`src/rtl/drr_pkg.sv`:
```
package drr_pkg;

  typedef struct packed {
    logic addQ;     // add quantum of current queue to its counter
    logic send;     // grant head packet, subtract its length
    logic advance;  // move round pointer to next index
    logic clear;    // zero the current queue's counter
  } drrStrobe_t;

  typedef enum logic [1:0] {
    ST_SCAN  = 2'd0,
    ST_SERVE = 2'd1,
    ST_WAIT  = 2'd2
  } drrState_t;

endpackage

```
`src/rtl/drr_datapath.sv`:
```
module drr_datapath
  import drr_pkg::*;
#(
  parameter int NQ          = 4,
  parameter int LEN_W       = 11,
  parameter int QNT_W       = 12,
  parameter int DEF_QUANTUM = 1500,
  localparam int IDX_W      = (NQ > 1) ? $clog2(NQ) : 1,
  localparam int DC_W       = QNT_W + LEN_W
)(
  input  logic                  clk,
  input  logic                  rstN,
  input  drrStrobe_t            stb,
  input  logic [NQ-1:0]         qValid,
  input  logic [NQ*LEN_W-1:0]   qLen,
  input  logic                  cfgWe,
  input  logic [IDX_W-1:0]      cfgIdx,
  input  logic [QNT_W-1:0]      cfgQuantum,
  output logic                  curValid,
  output logic                  anyValid,
  output logic                  canSend,
  output logic                  grantValid,
  output logic [IDX_W-1:0]      grantIdx,
  output logic [LEN_W-1:0]      grantLen
);

  logic [IDX_W-1:0] ptr;
  logic [IDX_W-1:0] ptrNext;
  logic [QNT_W-1:0] quantum [NQ];
  logic [DC_W-1:0]  dc      [NQ];

  logic [LEN_W-1:0] curLen;
  logic [QNT_W-1:0] curQnt;
  logic [DC_W-1:0]  curDc;
  logic [DC_W-1:0]  lenExt;
  logic [DC_W:0]    addSum;

  // Current-queue selection
  always_comb begin
    curLen = '0;
    curQnt = '0;
    curDc  = '0;
    for (int i = 0; i < NQ; i++) begin
      if (ptr == IDX_W'(i)) begin
        curLen = qLen[i*LEN_W +: LEN_W];
        curQnt = quantum[i];
        curDc  = dc[i];
      end
    end
  end

  assign curValid = qValid[ptr];
  assign anyValid = |qValid;
  assign lenExt   = {{(DC_W-LEN_W){1'b0}}, curLen};
  assign canSend  = (curDc >= lenExt);
  assign addSum   = {1'b0, curDc} + {{(DC_W+1-QNT_W){1'b0}}, curQnt};
  assign ptrNext  = (ptr == IDX_W'(NQ-1)) ? '0 : ptr + 1'b1;

  // Round pointer
  always_ff @(posedge clk) begin
    if (!rstN)            ptr <= '0;
    else if (stb.advance) ptr <= ptrNext;
  end

  // Per-queue quantum registers and deficit counters
  for (genvar g = 0; g < NQ; g++) begin : g_queue
    logic sel;
    assign sel = (ptr == IDX_W'(g));

    always_ff @(posedge clk) begin
      if (!rstN)
        quantum[g] <= QNT_W'(DEF_QUANTUM);
      else if (cfgWe && cfgIdx == IDX_W'(g))
        quantum[g] <= cfgQuantum;
    end

    always_ff @(posedge clk) begin
      if (!rstN)                 dc[g] <= '0;
      else if (sel && stb.addQ)  dc[g] <= addSum[DC_W-1:0];
      else if (sel && stb.send)  dc[g] <= curDc - lenExt;
      else if (sel && stb.clear) dc[g] <= '0;
    end
  end

  // Grant register
  always_ff @(posedge clk) begin
    if (!rstN) begin
      grantValid <= 1'b0;
      grantIdx   <= '0;
      grantLen   <= '0;
    end else begin
      grantValid <= stb.send;
      if (stb.send) begin
        grantIdx <= ptr;
        grantLen <= curLen;
      end
    end
  end


  no_overflow_chk: assert property (@(posedge clk) disable iff (!rstN)
    stb.addQ |-> !addSum[DC_W]);


  send_covered_chk: assert property (@(posedge clk) disable iff (!rstN)
    stb.send |-> (curValid && canSend));


  grant_pulse_chk: assert property (@(posedge clk) disable iff (!rstN)
    grantValid |=> !grantValid);

endmodule

```
`src/rtl/drr_control.sv`:
```
module drr_control
  import drr_pkg::*;
(
  input  logic       clk,
  input  logic       rstN,
  input  logic       curValid,
  input  logic       anyValid,
  input  logic       canSend,
  input  logic       sendDone,
  output drrStrobe_t stb
);

  drrState_t state;
  drrState_t nextState;

  always_comb begin
    stb       = '0;
    nextState = state;
    unique case (state)
      ST_SCAN: begin
        if (curValid) begin
          stb.addQ  = 1'b1;
          nextState = ST_SERVE;
        end else if (anyValid) begin
          stb.clear   = 1'b1;
          stb.advance = 1'b1;
        end
      end
      ST_SERVE: begin
        if (!curValid) begin
          stb.clear   = 1'b1;
          stb.advance = 1'b1;
          nextState   = ST_SCAN;
        end else if (canSend) begin
          stb.send  = 1'b1;
          nextState = ST_WAIT;
        end else begin
          stb.advance = 1'b1;
          nextState   = ST_SCAN;
        end
      end
      ST_WAIT: begin
        if (sendDone) nextState = ST_SERVE;
      end
      default: nextState = ST_SCAN;
    endcase
  end

  always_ff @(posedge clk) begin
    if (!rstN) state <= ST_SCAN;
    else       state <= nextState;
  end


  done_gate_chk: assert property (@(posedge clk) disable iff (!rstN)
    (state == ST_WAIT && !sendDone) |=> !stb.send);


  idle_no_add_chk: assert property (@(posedge clk) disable iff (!rstN)
    !anyValid |-> !stb.addQ);


  empty_clear_chk: assert property (@(posedge clk) disable iff (!rstN)
    (state == ST_SERVE && !curValid) |-> (stb.clear && stb.advance));

endmodule

```
`src/rtl/drr_scheduler.sv`:
```
module drr_scheduler
  import drr_pkg::*;
#(
  parameter int NQ          = 4,
  parameter int LEN_W       = 11,
  parameter int QNT_W       = 12,
  parameter int DEF_QUANTUM = 1500,
  localparam int IDX_W      = (NQ > 1) ? $clog2(NQ) : 1
)(
  input  logic                clk,
  input  logic                rstN,
  input  logic [NQ-1:0]       qValid,
  input  logic [NQ*LEN_W-1:0] qLen,
  input  logic                cfgWe,
  input  logic [IDX_W-1:0]    cfgIdx,
  input  logic [QNT_W-1:0]    cfgQuantum,
  input  logic                sendDone,
  output logic                grantValid,
  output logic [IDX_W-1:0]    grantIdx,
  output logic [LEN_W-1:0]    grantLen
);

  drrStrobe_t stb;
  logic       curValid;
  logic       anyValid;
  logic       canSend;

  drr_control i_control (
    .clk      (clk),
    .rstN     (rstN),
    .curValid (curValid),
    .anyValid (anyValid),
    .canSend  (canSend),
    .sendDone (sendDone),
    .stb      (stb)
  );

  drr_datapath #(
    .NQ          (NQ),
    .LEN_W       (LEN_W),
    .QNT_W       (QNT_W),
    .DEF_QUANTUM (DEF_QUANTUM)
  ) i_datapath (
    .clk        (clk),
    .rstN       (rstN),
    .stb        (stb),
    .qValid     (qValid),
    .qLen       (qLen),
    .cfgWe      (cfgWe),
    .cfgIdx     (cfgIdx),
    .cfgQuantum (cfgQuantum),
    .curValid   (curValid),
    .anyValid   (anyValid),
    .canSend    (canSend),
    .grantValid (grantValid),
    .grantIdx   (grantIdx),
    .grantLen   (grantLen)
  );

endmodule

```
`config.mk`:
```
export PLATFORM = sky130hd
export DESIGN_NAME = drr_scheduler
export DESIGN_NICKNAME = d
export VERILOG_FILES = /design/src/rtl/drr_pkg.sv /design/src/rtl/drr_datapath.sv /design/src/rtl/drr_control.sv /design/src/rtl/drr_scheduler.sv
export SDC_FILE = /design/constraint.sdc
export NUM_CORES = 1
export LEC_CHECK = 0
export ABC_AREA = 1
export BUFFER_PORTS_ARGS = -buffer_cell sky130_fd_sc_hd__buf_2
export CORE_MARGIN = 4
export CORE_UTILIZATION = 60
export CTS_BUF_LIST = sky130_fd_sc_hd__clkbuf_16
export DETAILED_ROUTE_END_ITERATION = 8
export HOLD_SLACK_MARGIN = 0.02
export PLACE_DENSITY_LB_ADDON = 0.3
export SLEW_MARGIN = 10
export SYNTH_ARGS = -nofsm -noshare
export SYNTH_HDL_FRONTEND = slang
export SYNTH_SLANG_ARGS = --single-unit
```
`constraint.sdc`:
```
create_clock -name clk -period 5.66 [get_ports clk]
set_input_delay 0.566 -clock clk [delete_from_list [all_inputs] [get_ports clk]]
set_output_delay 0.566 -clock clk [all_outputs]
set_load 0.01 [all_outputs]
```
==> results.md <==
* Run status: completed
* Relative area change from synthesis to final layout at 12.2%
* Maximum clock path buffer count at 2
* Xor-xnor portion of the synthesized cell area at 0.0308
* CTS H-tree depth at 4
* Largest net degree at the start of global routing at 50
* Crit path time final at 5.28 ns
* TritonCTS clock tree: built
* IO Pins at 80
* Average vias per placed instance at just under 6
* Pwr dens at between 600 and 700 nW/um^2
* Y dimension of the die at 135 microns
* DRT Pass-1 Iters at 6
* Worst Setup Slack post-DPL at 0.556 ns
* Util after Layout at 0.685
* Type of the most critical hold path: in2reg
* Share of Yosys cell area claimed by the top area cell type at 0.435
* Effective utilization at floorplan at 0.611
* Seq cells post-synth at roughly 160
* Area fraction in compound gates after synthesis at 0.130
* Worst-path clk slew at 0.07 ns
* Number of warning messages in the yosys log at 0
* Final Routed Wirelength at approximately 27 mm
* Global Route met1 Usage at 0.403
* Met3 demand-to-capacity share in global routing at 0.0645
* Fin. max-slew vios at 0
* Final HPWL from detailed placement at 18.6 mm
* Rows at 46
* Worst Hold Path Cells at 3
* Maximum fanout along the worst path at 22
* Buffers inserted by post-CTS timing repair at 0
* Final-report setup violation count at 0
* WP data required at 5.84 ns
* Placer Congestion at 0.949
* Count of routing violations after the opening detailed-route iteration at 1050
* Fin nets at 1381
* CTS sink cnt at around 160
* Adder-Cell Fraction of Synth Area at 0.0391
* Count of cells along the worst register-to-register path at 23
* Simple-gate share of the synthesized area at 0.265
* Quantity of hold-fixing buffers added after cts at 0
* Leak at 4.91 nW
* Fraction of synthesized area in multiplexers at 0
* Number of violations of the max-capacitance limit at 0
* Endpoint of the worst register-to-register path: i_datapath.dc[0][3]
* Dominant cells by area after synthesis: edfxtp_1 43%, nand2_1 16%, a21oi_1 4.8%, nor2_1 4.3%, dfxtp_1 3.7%
* Area of the core at between 15000 and 20000 sq um
* Maximum clock rate at 189 MHz
* Root buffer cell: clkbuf_16
* Start point of the worst hold path: cfgQuantum[2]
* Ratio of final minimum period to clock period at 0.932
* Width of the die at 135 microns
* Gate count of the mapped netlist at 1216
* Startpoint of the lowest-slack register-to-register path: i_datapath.ptr[0]
* Most heavily used metal layer in global routing: met2
* Post-route DRC at 0
* Mapped Avg Cell Area at 7.95 sq um
* Worst endpoint data arrival time at 5.45 ns
* End point of the worst hold path: i_datapath.quantum[1][2]
* Final hold violation count at 0
* Die ar. at approximately 18000 sq um
* Clock buffers created by TritonCTS at 17
* Total of buffers placed on input and output ports at 79
* Leading area contributor after synthesis: edfxtp_1
* RSZ-0062 raised after global routing: no
* Post-route worst setup slack at roughly 0.38 ns
* Slew HR at 0.287
* Source-to-sink clock delay at the later pin of the worst-skew pair at 0.43 ns
* Number of antenna repair diodes at 0
* Combined global-route utilization of all metal layers at 0.300
* Post-synthesis instance area at 9670 sq um
* Grt total ovfl at 0
* Number of nets in the synthesized netlist at roughly 1300
* Global Route met2 Usage at 0.478
* Vias after detailed routing at between 8000 and 9000
* Setup CP Type: reg2reg
* Setup TNS at 0 ns
* Critical Path Source Type: flip-flop
* Most frequent standard cell in the layout excluding fill and tap cells: nand2_1
* Number of cells upsized or downsized after cts at 0
* Transition at the pin with the smallest max-transition slack at between 1 and 1.5 ns
* Detail-routed net length per standard cell at between 15 and 20 microns
* Setup clock skew after layout at 0.00718 ns
* ANT nets after route at 0
* Proportion of layout cells with a drive suffix above 1 at 0.129
* Vias in the first global route at between 8000 and 9000
* Unique masters post-synth at 42
* Sequential-to-total area share from yosys stat at 0.472
* Commonest cells after routing, fill and taps aside: 418 x nand2_1, 140 x edfxtp_1, 112 x nor2_1
* Initial antenna violation count at 0
* Critical Path End Type: flip-flop
* Worst IR drop on VDD at 0.000406 V
* Critical path startpoint: i_datapath.ptr[0]
* Reg-to-reg slack, setup at 0.38 ns
* Dominant combinational cell family by area after synthesis: simple AND/OR/NAND/NOR gates
* Wire length of the first global-routing pass at 42.6 mm
==> layer usage <==
metal,vias up,part of all wire,routed length (microns)
met1,4021,0.40,10800
met5,-,0,0
met2,534,0.45,12200
li1,4196,-,-
met3,93,0.12,3270
met4,0,0.036,985
==> sequential cells by signal, indices dropped and copies added, names as in the netlist <==
signal / count
i_datapath.grantLen: 11
i_datapath.grantIdx: 2
i_datapath.ptr: 2
i_datapath.dc: 92
i_control.state: 2
i_datapath.grantValid: 1
i_datapath.quantum: 48
==> critical path: stages, from the launching register on <==
cell	delay, ns
dfxtp_1	0.37
inv_1	0.16
ha_1	0.46
inv_2	0.13
nor2_4	0.49
a22oi_1	0.15
nand2_1	0.09
o21ai_0	0.09
a21oi_1	0.33
ha_1	0.35
nand2_1	0.11
inv_1	0.05
a21oi_1	0.31
nor2_1	0.08
nor2_1	0.26
nand3_2	0.15
nor2_2	0.17
nand3_2	0.16
nand3_4	0.22
buf_4	0.27
nor2_1	0.06
nand2_1	0.19
nand3_1	0.13
buf_4	0.23
==> cells in the mapped netlist <==
cell	number
inv_1	84
nand3_1	46
nand3b_1	1
buf_4	8
nand3_2	2
buf_1	8
xnor2_1	7
xor2_1	27
nor2_2	5
ha_1	27
a22oi_1	33
fa_1	2
o21ai_2	1
inv_2	8
nand2_2	6
nor3_1	10
nand2_1	418
o21a_1	2
nand4_1	9
a21boi_0	1
a21o_1	2
dfxtp_1	18
clkbuf_1	24
nor2_4	1
a21oi_2	4
buf_6	3
or2_1	6
o21bai_1	2
or2_0	6
o41ai_1	1
o31ai_1	1
a22o_1	1
a21oi_1	93
a221oi_1	1
buf_2	11
o211ai_1	2
nor3_4	2
o21ai_1	11
edfxtp_1	140
o21ai_0	69
nor2_1	112
nand3_4	1
==> metrics by stage <==
step	instances	hold slack [ns]	area (sq um)	total power [mW]
floorplan	1216	0.468	9670	4.96
global placement	1483	0.437	10300	6.11
detailed placement	1483	0.437	10300	6.18
CTS	1515	0.427	10800	7.32
global route	1515	0.448	10800	7.98
finish	1515	0.429	10800	7.45
==> kinds of logic after synthesis <==
group / after synthesis
simple gates: 625
compound gates: 224
flops: 158
buf+inv: 146
xor+xnor: 34
fa+ha+maj: 29
==> area by class of cell <==
class | count | area (sq um)
Fill cell | 1249 | 4980
Sequential cell | 158 | 4560
Multi-Input combinational cell | 912 | 4510
Timing Repair Buffer | 105 | 591
Clock buffer | 17 | 425
Inverter | 92 | 345
Tap cell | 216 | 270
Clock inverter | 15 | 146
==> how the worst max path moves through the flow <==
stage                                endpoint  cells after the start  slack [ns]
final                     i_datapath.dc[0][3]                     23        0.38
after global routing      i_datapath.dc[0][3]                     25        0.02
after CTS                 i_datapath.dc[0][3]                     23        0.52
after detailed placement  i_datapath.dc[0][6]                     23        0.56
after global placement    i_datapath.dc[0][4]                     25        0.77
after floorplan           i_datapath.dc[0][0]                     26        0.71
==> report_power, final <==
part	total (mW)	internal (mW)	leakage (nW)	switching (mW)
combinational	4.68	1.38	3.04	3.30
sequential	1.66	1.58	1.59	0.0806
clock	1.12	0.587	0.286	0.530
total	7.45	3.55	4.91	3.91
Power figures use the tool's default switching activity.
